$ cat src/rtl/pci_rdburst_out.sv
module pci_rdburst_out #(
  parameter int DATA_W = 32
) (
  input  logic              pclk,
  input  logic              rst_n,
  input  logic              half_rate,
  input  logic              hit,
  input  logic              frame_n,
  input  logic              irdy_n,
  input  logic [DATA_W-1:0] word_data,
  input  logic              word_valid,
  output logic              word_take,
  output logic [DATA_W-1:0] ad_o,
  output logic              ad_oe,
  output logic              trdy_n_o,
  output logic              trdy_oe,
  output logic              devsel_n_o,
  output logic              devsel_oe
);

  logic              claimed, turn, oe_q, held, go;
  logic [DATA_W-1:0] ad_q;
  logic              xfer, final_x, refill, load, live_n, held_n;

  assign xfer    = go & ~irdy_n;
  assign final_x = xfer & frame_n;
  assign live_n  = claimed & ~final_x;
  assign refill  = live_n & (xfer | ~held);
  assign load    = refill & word_valid;
  assign held_n  = final_x ? 1'b0 : (refill ? word_valid : held);

  always_ff @(posedge pclk) begin
    if (!rst_n) begin
      claimed <= 1'b0;
      turn    <= 1'b0;
      oe_q    <= 1'b0;
      held    <= 1'b0;
      go      <= 1'b0;
    end else begin
      claimed <= claimed ? ~final_x : (hit & ~turn);
      turn    <= final_x;
      oe_q    <= live_n;
      held    <= held_n;
      go      <= live_n & held_n & ~(half_rate & load);
    end
  end

  always_ff @(posedge pclk) begin
    if (load) ad_q <= word_data;
  end

  assign word_take  = load;
  assign ad_o       = ad_q;
  assign ad_oe      = oe_q;
  assign trdy_n_o   = ~go;
  assign trdy_oe    = claimed | turn;
  assign devsel_n_o = ~claimed;
  assign devsel_oe  = claimed | turn;


  reset_quiet_chk: assert property (@(posedge pclk) !rst_n |=> (!devsel_oe && !trdy_oe && !ad_oe && !word_take));


  oe_after_claim_chk: assert property (@(posedge pclk) disable iff (!rst_n)
    (devsel_oe && !devsel_n_o && !ad_oe) |=> ad_oe);


  trdy_needs_bus_chk: assert property (@(posedge pclk) disable iff (!rst_n)
    !trdy_n_o |-> (ad_oe && !devsel_n_o));


  wait_hold_chk: assert property (@(posedge pclk) disable iff (!rst_n)
    (!trdy_n_o && irdy_n) |=> (!trdy_n_o && $stable(ad_o)));


  no_final_pop_chk: assert property (@(posedge pclk) disable iff (!rst_n)
    (!trdy_n_o && !irdy_n && frame_n) |-> !word_take);


  pop_on_phase_chk: assert property (@(posedge pclk) disable iff (!rst_n)
    (!trdy_n_o && !irdy_n && !frame_n && word_valid) |-> word_take);


  half_gap_chk: assert property (@(posedge pclk) disable iff (!rst_n)
    (half_rate && word_take) |=> trdy_n_o);


  turnaround_chk: assert property (@(posedge pclk) disable iff (!rst_n)
    (!trdy_n_o && !irdy_n && frame_n) |=> (devsel_oe && trdy_oe && devsel_n_o && trdy_n_o && !ad_oe));


  release_chk: assert property (@(posedge pclk) disable iff (!rst_n)
    (!trdy_n_o && !irdy_n && frame_n) |=> ##1 (!devsel_oe && !trdy_oe));

endmodule

$ cat config.mk
export PLATFORM = sky130hd
export DESIGN_NAME = pci_rdburst_out
export DESIGN_NICKNAME = d
export VERILOG_FILES = /design/src/rtl/pci_rdburst_out.sv
export SDC_FILE = /design/constraint.sdc
export NUM_CORES = 1
export LEC_CHECK = 0
export BUFFER_PORTS_ARGS = -buffer_cell sky130_fd_sc_hd__buf_2
export CAP_MARGIN = 5
export CORE_UTILIZATION = 40
export CTS_CLUSTER_SIZE = 10
export DETAILED_ROUTE_END_ITERATION = 10
export HOLD_SLACK_MARGIN = 0.12
export MAX_ROUTING_LAYER = met4
export PLACE_DENSITY = 0.77
export SKIP_LAST_GASP = 1
export SLEW_MARGIN = 5
export SYNTH_ARGS = -nofsm -noshare
export SYNTH_HDL_FRONTEND = slang
export SYNTH_SLANG_ARGS = --single-unit
$ cat constraint.sdc
create_clock -name pclk -period 3.2 [get_ports pclk]
set_input_delay 0.32 -clock pclk [delete_from_list [all_inputs] [get_ports pclk]]
set_output_delay 0.32 -clock pclk [all_outputs]
set_load 0.01 [all_outputs]
After elaboration in Yosys (flattened, before gate mapping)
Index checks and enable logic that the tools add are counted.
- register bits: 37
- latch bits: 0
- RAM bits: 0
- memory bits (read-only): 0
- bits of input ports: 39
- output and inout bits: 38
- word-level logic and storage cells: 27
- memories: 0
- $add $sub $neg: 0
- multipliers: 0
- divide/modulo/power cells: 0
- magnitude comparators: 0
- equality and inequality tests: 0
- shift operators: 0
- muxes and demuxes: 3
- bitwise gates (word level): 18
- reduce and logical (&&, ||, !) cells: 0
- operator list (operator ; count):
    bitwise AND 1 bit ; 9
    NOT 1 bit ; 7
    two-way mux 1 bit ; 3
    bitwise OR 1 bit ; 2

Longest topological paths before layout
- word-level depth: 10
- gate-level depth with buffers: 3
- gate-level depth less buffers: 3

Worst setup path after synthesis
Ideal clock, no wire load.
- path kind: input port to flip-flop
- from: in irdy_n
- to: reg ad_q[0], in the netlist ad_o[0], enable pin
- library setup time: 439 ps
- arrival: 2263 ps
- slack: 498 ps
- stages on the path: 3
- path through: nand3b_1 > nand3_1 > a21oi_1
- longest elaborated chain between the ends: 7
- elaborated cells between the ends (all ways): 8
- those cells by class: bitwise: 8
- ends and longest elaborated chain (element ; RTL line ; text):
    from (decl) ; 9 ; input logic irdy_n,
    NOT 1 bit (*) ; 25 ; assign xfer = go & ~irdy_n;
    bitwise AND 1 bit (*) ; 25 ;
    bitwise AND 1 bit ; 26 ; assign final_x = xfer & frame_n;
    NOT 1 bit ; 27 ; assign live_n = claimed & ~final_x;
    bitwise AND 1 bit ; 27 ;
    bitwise AND 1 bit (*) ; 28 ; assign refill = live_n & (xfer | ~held);
    bitwise AND 1 bit (*) ; 29 ; assign load = refill & word_valid;
    net word_take ; 12 ; output logic word_take,
    to (signal assigned) ; 49 ; if (load) ad_q <= word_data;
    to (decl) ; 22 ; logic [DATA_W-1:0] ad_q;
Mark *: on every way through the listed nets, which the timed path passes. The rest lies on a longest branch.
A chain may end at the register's enable or synchronous reset.

Worst setup path after layout
- from: reg go
- to: out word_take
- longest elaborated chain between the ends: 6
- elaborated cells between the ends (all ways): 7
- those cells by class: bitwise: 7
- ends and longest elaborated chain (element ; RTL line ; text):
    from (decl) ; 21 ; logic claimed, turn, oe_q, held, go;
    from (signal assigned) ; 44 ; go <= live_n & held_n & ~(half_rate & load);
    bitwise AND 1 bit (*) ; 25 ;
    bitwise AND 1 bit ; 26 ;
    NOT 1 bit ; 27 ;
    bitwise AND 1 bit ; 27 ;
    bitwise AND 1 bit (*) ; 28 ;
    bitwise AND 1 bit (*) ; 29 ;
    to (decl) ; 12 ;
Every way passes the cells marked *; elsewhere a longest branch is shown, timed or not.

==> flow_metrics.py <==
metrics = {
    "synth": {
        "synth.net_count": 95,
        "synth-seq-area-share_pct": 90.1,
        "syn_avg_cell_area_um2": 21.0,
        "syn_area_um2": 1180,
        "synth_seq_cells": 37,
        "postSynthCellCount": 56,
        "yosysWarnings": 0,
        "ys_types": 17,
    },
    "clocking": {
        "cts_buffer_depth": 2,
        "cts_sinks": 37,
        "clkTransAtPathRegs_ns": 0.10,
        "cts_buffers": 5,
        "cts_tree": "yes",
        "root_buffer": "clkbuf_4",
        "cts.htree.levels": 2,
        "postCtsSetupBuffers": 0,
        "ctsResizeCount": 0,
        "cts_hold_buffers": 0,
        "clk_latency_ns": 0.32,
    },
    "setup_path": {
        "start_kind": "flop",
        "r2r_setup_slack_ns": 1.33,
        "crit_path_end_kind": "output port",
        "critPathArrivalTime_ns": 1.87,
        "cp_max_fo": 26,
        "critical_path_class": "flop to output port",
        "required_ns": 2.88,
    },
    "final_layout": {
        "nFillCells": 238,
        "nNetsFinal": 178,
        "final_cell_mix": "76 x buf_2, 32 x edfxtp_1, 5 x dfxtp_1, 5 x clkbuf_4, 4 x inv_1",
        "multiInputGateArea_um2": 105,
        "final_layout_size_suffix_gt1_share_pct": 62.1,
        "layout_commonest_cell": "buf_2",
        "instances_no_fill": 171,
        "seqCellArea_um2": 1060,
        "antenna_cells": 0,
        "synthToLayoutAreaGrowth_pct": 42.5,
    },
    "route": {
        "wl_per_cell_um": 12.3,
        "dr.pass1.iters": 4,
        "viasPerCell": 4.56,
        "ant_nets": 0,
        "route.detailed.drc": 0,
        "num_vias": 780,
        "wirelength_mm": 2.10,
        "drt-initial-drc-count": 18,
    },
    "sta": {
        "finalClockSkew_ns": 0.00983,
        "finalHoldViolations": 0,
        "report.final.slew_viol_count": 0,
        "slew_headroom_pct": 46.5,
        "setup_tns_ns": 0,
        "post-route-period-util_pct": 68.4,
        "fmax_mhz": 457,
        "finalCriticalPeriod_ns": 2.19,
        "grt_setup_unrepaired": "no",
        "setup_violations": 0,
        "worst_pin_slew_ns": 0.800,
    },
    "pwr": {
        "peakVddDrop_mv": 0.443,
        "p_leak_uw": 0.000744,
        "p_per_area_nw_per_um2": 545,
    },
    "floorplanning": {
        "io_pins": 77,
        "rows": 19,
        "die_h_um": 56.3,
        "die_area_um2": 3160,
        "initial_utilization_pct": 42.3,
        "core_area_um2": 2780,
        "die_x_um": 56.3,
    },
    "placement": {
        "io_buffers": 76,
        "gp_congestion": 0.658,
        "hpwl_mm": 1.62,
        "dp.cells": 163,
    },
    "worst_hold_path": {
        "hold_path.class": "input port to flop",
    },
    "global_routing": {
        "grt_max_degree": 27,
        "antenna_found_initial": 0,
        "overflow": 0,
        "grt_pass1_vias": 751,
        "grt_pass1_wl_mm": 3.26,
        "grtUsageTotal_pct": 15.0,
    },
    "run": {
        "drv_cap": 0,
    },
    "status": {
        "run_status": "complete, no violations",
    },
}
worst max-delay path: stages (launching register included):
cell	delay [ns]
dfxtp_1	0.34
nand3b_1	0.14
nand3_1	0.15
a21oi_4	0.65
buf_2	0.26
where the power goes:
| group | switching [uW] | internal, uW |
|---|---|---|
| sequential | 8.15 | 553 |
| clock | 136 | 127 |
| combinational | 46.8 | 42.0 |
metrics by stage:
stage	setup WS, ns	hold slack (ns)	power [uW]	cell area [um2]	utilization (%)
global route	0.879	0.128	958	1680	60.3
global placement	1.33	0.498	658	1610	57.8
CTS	0.953	0.142	929	1680	60.3
floorplan	0.498	0.419	611	1180	-
finish	1.01	0.163	914	1680	60.3
detailed placement	1.21	0.498	664	1610	57.8
cells by family (layout without fill, tap and decap cells):
kind of cell	Yosys count	in the layout	synth area share (%)
DFF	37	37	90.1
and+or+nand+nor	8	8	4.25
AOI/OAI and AO/OA	6	6	3.72
buffers and inverters	5	89	1.91
registers in the layout (all words and copies together), names as in the netlist:
register	cells
go	1
claimed	1
held	1
ad_oe	1
turn	1
ad_o	32
final cells by class:
cell class | instances | area share [%]
repair buffers | 77 | 23.1
well taps | 31 | 2.31
multi-input cells | 14 | 6.26
flip-flops and latches | 37 | 63.2
clock buffers | 7 | 3.88
inverters | 4 | 0.895
clock inverters | 1 | 0.298
metal layers:
layer	global-route usage, %	vias up	routed length [um]
li1	-	374	-
met1	15.8	348	785
met2	24.5	55	1100
met3	5.30	3	198
met4	8.36	0	21
met5	-	-	0
path summary, 6_finish.rpt:
kind	from	endpoint	depth (start not counted)
worst max-delay path	go	word_take	4
worst min-delay path	word_data[25]	ad_o[25]	1
worst max register to register	go	ad_o[19]	4
worst min register to register	turn	claimed	2
Yosys cell counts:
master	number	area [um2]
a21oi_1	2	10.0
nand2_1	1	3.75
nand3b_1	1	7.51
o21bai_1	1	7.51
dfxtp_1	5	100
edfxtp_1	32	961
inv_1	4	15.0
nand2b_1	1	6.26
nor2_1	1	3.75
and3_4	1	11.3
o211a_1	1	10.0
buf_4	1	7.51
nand3_1	1	5.00
a2bb2oi_1	1	8.76
a21o_1	1	7.51
or2_1	1	6.26
nor2b_1	1	6.26
Note: power is estimated with default switching activity, not from simulation.
